<file path="config.mk">
export PLATFORM = sky130hd
export DESIGN_NAME = lat_meas
export DESIGN_NICKNAME = d
export VERILOG_FILES = /design/src/rtl/lat_meas.sv
export SDC_FILE = /design/constraint.sdc
export NUM_CORES = 1
export LEC_CHECK = 0
export BUFFER_PORTS_ARGS = -buffer_cell sky130_fd_sc_hd__buf_4
export CAP_MARGIN = 0
export CORE_UTILIZATION = 40
export DETAILED_ROUTE_END_ITERATION = 10
export SKIP_LAST_GASP = 1
export SYNTH_ARGS = -nofsm -noshare
export SYNTH_HDL_FRONTEND = slang
export SYNTH_SLANG_ARGS = --single-unit
</file>
<file path="constraint.sdc">
create_clock -name clk -period 3.1 [get_ports clk]
set_input_delay 0.465 -clock clk [delete_from_list [all_inputs] [get_ports clk]]
set_output_delay 0.465 -clock clk [all_outputs]
set_load 0.01 [all_outputs]
</file>
<file path="src/rtl/lat_meas.sv">
module lat_meas #(
  parameter int CNT_W  = 20,
  parameter int SYNC_N = 2
) (
  input  logic        clk,
  input  logic        rst_n,
  input  logic        reg_wr,
  input  logic        reg_rd,
  input  logic [1:0]  reg_addr,
  input  logic [15:0] reg_wdata,
  output logic [15:0] reg_rdata,
  input  logic        byte_tick,
  input  logic        ls_tx_mark,
  input  logic        hs_rx_mark,
  input  logic        ls_rx_mark,
  input  logic        hs_tx_mark,
  input  logic        ext_evt,
  input  logic [3:0]  start_tag_in,
  input  logic [3:0]  stop_tag_in
);
  localparam int NEV = 5;
  localparam logic [CNT_W-1:0] CNT_MAX = '1;

  typedef enum logic [1:0] {S_IDLE, S_WAIT, S_RUN, S_DONE} st_t;

  logic       ctl_en, ctl_bsel;
  logic [1:0] ctl_div, ctl_start, ctl_stop;

  always_ff @(posedge clk or negedge rst_n) begin
    if (!rst_n)
      {ctl_stop, ctl_start, ctl_div, ctl_bsel, ctl_en} <= '0;
    else if (reg_wr && reg_addr == 2'd0)
      {ctl_stop, ctl_start, ctl_div, ctl_bsel, ctl_en} <= reg_wdata[7:0];
  end

  logic [NEV-1:0] ev_raw, ev_sync, ev_last, ev_rise;
  assign ev_raw = {ext_evt, hs_tx_mark, ls_rx_mark, hs_rx_mark, ls_tx_mark};

  genvar g;
  generate
    for (g = 0; g < NEV; g++) begin : g_sync
      logic [SYNC_N-1:0] sh;
      always_ff @(posedge clk or negedge rst_n) begin
        if (!rst_n) sh <= '0;
        else        sh <= {sh[SYNC_N-2:0], ev_raw[g]};
      end
      assign ev_sync[g] = sh[SYNC_N-1];
    end
  endgenerate

  always_ff @(posedge clk or negedge rst_n) begin
    if (!rst_n) ev_last <= '0;
    else        ev_last <= ev_sync;
  end
  assign ev_rise = ev_sync & ~ev_last;

  logic start_hit, stop_hit;
  assign start_hit = ctl_start[1] ? ev_rise[4] : (ctl_start[0] ? ev_rise[1] : ev_rise[0]);
  assign stop_hit  = ctl_stop[1]  ? ev_rise[4] : (ctl_stop[0]  ? ev_rise[3] : ev_rise[2]);

  logic [2:0] pre;
  logic [3:0] div_n;
  logic       tick;
  assign div_n = 4'd1 << ctl_div;
  assign tick  = ctl_bsel ? byte_tick : ({1'b0, pre} == div_n - 4'd1);

  st_t             st;
  logic [CNT_W-1:0] cnt;
  logic            ready_q;
  logic [3:0]      start_tag_q, stop_tag_q;
  logic            stat_rd;
  assign stat_rd = reg_rd && reg_addr == 2'd2;

  always_ff @(posedge clk or negedge rst_n) begin
    if (!rst_n) begin
      st          <= S_IDLE;
      cnt         <= '0;
      pre         <= '0;
      ready_q     <= 1'b0;
      start_tag_q <= '0;
      stop_tag_q  <= '0;
    end else begin
      if (stat_rd) begin
        ready_q     <= 1'b0;
        start_tag_q <= '0;
        stop_tag_q  <= '0;
      end
      if (!ctl_en) begin
        st <= S_IDLE;
      end else begin
        case (st)
          S_IDLE: begin
            st  <= S_WAIT;
            cnt <= '0;
          end
          S_WAIT: if (start_hit) begin
            st          <= S_RUN;
            pre         <= '0;
            start_tag_q <= start_tag_q | start_tag_in;
          end
          S_RUN: begin
            if (tick) begin
              pre <= '0;
              if (cnt != CNT_MAX) cnt <= cnt + CNT_W'(1);
            end else begin
              pre <= pre + 3'd1;
            end
            if (stop_hit) begin
              st         <= S_DONE;
              ready_q    <= 1'b1;
              stop_tag_q <= stop_tag_q | stop_tag_in;
            end
          end
          default: ;
        endcase
      end
    end
  end

  logic [19:0] cnt_wide;
  assign cnt_wide = 20'(cnt);

  always_ff @(posedge clk or negedge rst_n) begin
    if (!rst_n) reg_rdata <= '0;
    else if (reg_rd) begin
      case (reg_addr)
        2'd0:    reg_rdata <= {8'h00, ctl_stop, ctl_start, ctl_div, ctl_bsel, ctl_en};
        2'd1:    reg_rdata <= cnt_wide[15:0];
        2'd2:    reg_rdata <= {3'b000, ready_q, stop_tag_q, start_tag_q, cnt_wide[19:16]};
        default: reg_rdata <= '0;
      endcase
    end
  end
endmodule


</file>
==> reports/metrics.csv, run 1 <==
metric,value,unit
clkSinkCount,73,
cts_resized,0,
synthesis.area,3470,um2
insertion_delay,0.36,ns
core_area,8300,um2
rsz0062_at_grt,no,
worstPathArrival,2.92,ns
worstMarginPinSlew,0.938,ns
p_leak,1.85,nW
hp-start,hs_rx_mark,
synth_warnings,0,
grt_use_met1,26.0,%
finalClockSkew,0.00894,ns
grt_use_total,19.8,%
clk_pin_slew_worst_paths,0.09,ns
post-cts-setup-buffers,0,
holdPathEnd,g_sync[1].sh[0]$_DFF_PN0_,
yosys-top-cells-area,"dfrtp_1 (53%), a21oi_1 (6.9%), nor2_1 (4.1%)",
slew_headroom,37.5,%
synth.distinct_cells,51,
layout-drive-gt1-share,19.5,%
grt_max_degree,74,
whs,0.212,ns
num_rows,33,
io_buffers,43,
ir_worst_vdd,0.361,mV
power_density,609,nW/um2
multi_input_comb_area,1520,um2
dp_hpwl,5550,um
nets,426,
grt-ovfl-total,0,
fillers,802,
crit_path_start_kind,flip-flop,
cp.required,3.34,ns
initial_utilization,41.8,%
synth_nets,389,
fin_cells,495,
async_flop_share,100,%
dieArea,9040,um2
synth_edf_count,0,
first_pass_iters,4,
reg2regPathDepth,6,
ys_seq_area_share,52.7,%
grtUsageMet3,4.78,%
viasPerCell,5.70,
hold_viol_final,0,
drv_cap,0,
synth_area_leader_cell,dfrtp_1,
rr_startpoint,cnt[0]$_DFFE_PN0P_,
avgSynthCellArea,9.96,um2
setup_viol,0,
cts_buffers,9,
ys_seq_elements,73,
regArea,1830,um2
drt_iter0_markers,235,
tns,0,ns
slew_violations,0,
critPathLaunch,cnt[0]$_DFFE_PN0P_,
antenna_cells,0,
worstPathCellList,"ha_1, nand4_1, or4_1, o21ba_1, and4b_1, a211o_1",
cts_tree,built,
area_growth_syn_to_layout,17.0,%
gp_congestion,0.868,
whs_path_depth,1,
hold_buffers,0,
htreeDepth,3,
antenna_found_initial,0,
grt_busiest_layer,met2,
drt_wl_total,8220,um
min_period_over_period,86.4,%
crit_slowest_cell,or4_1,
postPlaceCellArea,3850,um2
dpl.cell_count,479,
wl_per_cell,16.6,um
slowest_delay,0.64,ns
grt_pass1_vias,2726,
status,"finished, final reports clean",
r2r-end,cnt[2]$_DFFE_PN0P_,
drc,0,
gr-usage-met2,32.6,%
postRouteAntennaNets,0,
syn_inst,348,
num_vias,2820,
crit_fanout,18,
die_h,95.1,um
synth_top_cell_area_share,52.7,%
critPathKind,reg -> reg,
io_pins,52,
cts_buffer_depth,2,
min_period,2.68,ns
die_w,95.1,um
ff2ff_setup_slack,0.42,ns
hold_path_class,in -> reg,
ys.flop_type,dfrtp_1,
final_area,4060,um2
grt_pass1_wl,13500,um
cts_root_buffer,clkbuf_8,
fmax,0.374,GHz
end_kind,flip-flop,
-- worst max path at each step --
stage / end / cells past startpoint
after floorplan: cnt[2]$_DFFE_PN0P_ / 8
after CTS: cnt[2]$_DFFE_PN0P_ / 6
after detailed placement: cnt[2]$_DFFE_PN0P_ / 6
after global placement: cnt[2]$_DFFE_PN0P_ / 6
after global routing: cnt[2]$_DFFE_PN0P_ / 6
final: cnt[2]$_DFFE_PN0P_ / 6
-- critical path: cells and delay by family (launching register included) --
kind | cells | cell delay, ns
adders and majority gates | 1 | 0.31
DFF | 1 | 0.45
and+or+nand+nor | 3 | 1.08
AOI/OAI and AO/OA | 2 | 0.72
-- flip-flops by register name (all words and copies together) (netlist names), 2 cells and up --
| name | count |
|---|---|
| stop_tag_q | 4 |
| ctl_start | 2 |
| start_tag_q | 4 |
| pre | 3 |
| reg_rdata | 16 |
| st | 2 |
| ctl_stop | 2 |
| ev_last | 5 |
| ctl_div | 2 |
| g_sync.sh | 10 |
| cnt | 20 |
-- where the power goes --
group / leakage (nW) / internal, W / switching, W / total [W]
Combinational: 0.811 / 0.000218 / 0.000315 / 0.000533
Sequential: 0.940 / 0.00106 / 0.000104 / 0.00117
Clock: 0.100 / 0.000378 / 0.000389 / 0.000767
Total: 1.85 / 0.00166 / 0.000809 / 0.00247
-- through the flow --
| step | setup WS (ns) | util, % | total power [W] |
|---|---|---|---|
| after global routing | 0.243 | 48.9 | 0.00261 |
| after global placement | 0.478 | 46.4 | 0.00170 |
| after floorplan | 0.881 | - | 0.00152 |
| after CTS | 0.443 | 48.9 | 0.00249 |
| after detailed placement | 0.463 | 46.4 | 0.00172 |
| final | 0.423 | 48.9 | 0.00247 |
-- synth_stat cells (2+ instances only) --
cell and number:
dfrtp_1 73, a21oi_1 48, nor2_1 38, nand2_1 23
a31oi_1 17, clkbuf_1 15, o21ai_0 13, nand3_1 10
inv_1 9, mux2i_1 9, mux2_2 8, a21o_1 7
a22oi_1 5, a41oi_1 5, and3_1 5, ha_1 5
o21a_1 5, nor2b_1 4, nor3_1 4, a41o_1 3
nand4_1 3, a211o_1 2, a31o_2 2, buf_2 2
nand3b_1 2, nor3b_1 2, nor4_1 2, o22a_1 2
or2_2 2, or4_1 2
-- metal layers --
metal  vias up  part of all wire, %
met4         0                  1.3
met5         -                    0
li1       1347                    -
met1      1397                   45
met2        66                   50
met3        10                  3.7
-- layout by cell type (no fill, tap or decap), drive strengths merged, types with 8 or more instances in the layout --
| master | n |
|---|---|
| nand3 | 10 |
| clkbuf | 9 |
| nor2 | 38 |
| o21ai | 13 |
| a21oi | 48 |
| inv | 11 |
| a31oi | 17 |
| buf | 46 |
| mux2 | 8 |
| nand2 | 23 |
| mux2i | 9 |
| dfrtp | 73 |
-- layout make-up --
cell class	count	share of cell area, %
clock buffer	9	3.05
clock inverter	7	1.91
inverter	9	0.833
multi-input combinational	246	37.4
sequential	73	45.0
tap	105	3.24
timing repair buffer	46	8.52
-- logic make-up (layout without fill, tap and decap cells) --
| logic type | Yosys count | in the layout | share of synthesized area [%] |
|---|---|---|---|
| AO/OA/AOI/OAI | 120 | 120 | 22.2 |
| adder cells (fa/ha/maj) | 5 | 5 | 1.80 |
| flip-flops | 73 | 73 | 52.7 |
| AND/OR/NAND/NOR | 103 | 103 | 14.3 |
| buffers and inverters | 29 | 71 | 3.57 |
| multiplexers | 17 | 17 | 5.20 |
| XOR/XNOR | 1 | 1 | 0.253 |
Power figures use the tool's default switching activity.
==> run 2: changes to the inputs <==
--- a/config.mk
+++ b/config.mk
@@ -7,7 +7,8 @@
 export LEC_CHECK = 0
 export BUFFER_PORTS_ARGS = -buffer_cell sky130_fd_sc_hd__buf_4
 export CAP_MARGIN = 0
-export CORE_UTILIZATION = 40
+export CORE_UTILIZATION = 29
+export CTS_BUF_LIST = sky130_fd_sc_hd__clkbuf_2 sky130_fd_sc_hd__clkbuf_4 sky130_fd_sc_hd__clkbuf_8
 export DETAILED_ROUTE_END_ITERATION = 10
 export SKIP_LAST_GASP = 1
 export SYNTH_ARGS = -nofsm -noshare
==> reports/metrics.csv, run 2 (synthesis gave the netlist of run 1 again) <==
metric,value,unit
cts_tree,built,
tns,0,ns
crit_end,cnt[2]$_DFFE_PN0P_,
critPathLaunch,cnt[0]$_DFFE_PN0P_,
p_leak,1.87,nW
area_growth_syn_to_layout,19.0,%
setup_viol,0,
wl_per_cell,15.4,um
clk_pin_slew_worst_paths,0.08,ns
io_buffers,43,
r2r-end,cnt[2]$_DFFE_PN0P_,
nets,426,
highest_layer,met4,
cp.required,3.34,ns
htreeDepth,3,
die_h,111,um
gp_congestion,0.844,
viasPerCell,5.27,
dp_hpwl,5800,um
rr_startpoint,cnt[0]$_DFFE_PN0P_,
insertion_delay,0.36,ns
route.met2.wl,3860,um
hold_viol_final,0,
die_w,111,um
min_period,2.68,ns
whs,0.215,ns
grt_use_total,14.4,%
grt_max_degree,74,
finalClockSkew,0.00795,ns
violations,DRC,
initial_utilization,30.1,%
core_area,11500,um2
crit_path_start_kind,flip-flop,
met3_length,444,um
critPathKind,reg -> reg,
worstPathArrival,2.93,ns
io_pins,52,
rsz0062_at_grt,no,
crit_fanout,18,
hold_path_class,in -> reg,
antenna_cells,0,
drt_wl_total,8220,um
top_regs,"cnt x20, reg_rdata x16, g_sync.sh x10",
hold_buffers,0,
first_pass_iters,7,
drc,6,
grt-ovfl-total,0,
status,"complete, but fails checks",
worstMarginPinSlew,0.923,ns
clkSinkCount,73,
ff2ff_setup_slack,0.42,ns
post-cts-setup-buffers,0,
fmax,0.373,GHz
fillers,1179,
layout-drive-gt1-share,19.5,%
top_register,cnt,
ir_worst_vdd,0.422,mV
postRouteAntennaNets,0,
grt_pass1_wl,14100,um
postLayoutCoreUtil,35.8,%
num_vias,2809,
drv_cap,0,
dieArea,12400,um2
cts_buffers,9,
reg2regPathDepth,6,
cts_buffer_depth,2,
end_kind,flip-flop,
slew_headroom,38.5,%
slew_violations,0,
largest_register_ffs,20,
antenna_found_initial,0,
grt_pass1_vias,2793,
num_rows,39,
cts_root_buffer,clkbuf_8,
met1Wirelength,3810,um
most-common-layout-cells,"dfrtp_1 (73), a21oi_1 (48), buf_4 (46), nor2_1 (38), nand2_1 (23)",
min_period_over_period,86.5,%
cts_resized,0,
power_density,615,nW/um2
layout_commonest_cell,dfrtp_1,
drt_iter0_markers,182,
==> run 2: cell types whose count changed in the layout (fill, tap and decap cells not counted) <==
cell / delta
inv_6: -2
bufinv_16: +1
clkbuf_4: +1
clkbuf_8: +1
clkinv_2: +1
clkinv_4: -1
clkinvlp_4: -1
==> run 2: per-stage QoR <==
step                      power [W]  worst slack [ns]  cell area, um2  cells
after floorplan             0.00152             0.881            3470    348
after global placement      0.00170             0.485            3900    517
after detailed placement    0.00172             0.452            3900    517
after CTS                   0.00256             0.423            4130    533
after global routing        0.00269             0.266            4130    533
final                       0.00254             0.419            4130    533
==> run 2: cell type report <==
type	instances	area (um2)	area share, %
inverters	9	33.8	0.819
repair buffers	46	345	8.37
multi-input cells	246	1520	36.8
clock inverters	5	78.8	1.91
flip-flops and latches	73	1830	44.3
clock buffers	11	145	3.52
well taps	143	179	4.34
==> run 2: report_power, final <==
| part | internal, W | leakage [nW] | total [W] | switching (W) |
|---|---|---|---|---|
| clock network | 0.000483 | 0.117 | 0.000834 | 0.000351 |
| registers | 0.00107 | 0.940 | 0.00117 | 0.000102 |
| logic | 0.000219 | 0.811 | 0.000536 | 0.000317 |
| total | 0.00177 | 1.87 | 0.00254 | 0.000770 |
==> run 2: metal layers <==
metal / vias up / GRT usage [%]
met2: 71 / 22.0
met3: 12 / 4.41
met1: 1373 / 19.6
li1: 1353 / -
met5: - / 0
met4: 0 / 4.68
==> run 2: worst min path at each step <==
stage                                   start                        end  slack, ns  cells past startpoint
finish                             ls_rx_mark  g_sync[2].sh[0]$_DFF_PN0_       0.22                      1
detailed placement  g_sync[1].sh[0]$_DFF_PN0_  g_sync[1].sh[1]$_DFF_PN0_       0.33                      0
CTS                                ls_rx_mark  g_sync[2].sh[0]$_DFF_PN0_       0.20                      1
floorplan                               rst_n         cnt[0]$_DFFE_PN0P_       0.17                      0
global route                          ext_evt  g_sync[4].sh[0]$_DFF_PN0_       0.19                      1
global placement    g_sync[4].sh[0]$_DFF_PN0_  g_sync[4].sh[1]$_DFF_PN0_       0.33                      0
==> run 2: critical path: stages (launching register included) <==
cell and delay (ns):
dfrtp_1 0.44, ha_1 0.31, nand4_1 0.15, or4_1 0.65
o21ba_1 0.45, and4b_1 0.31, a211o_1 0.25
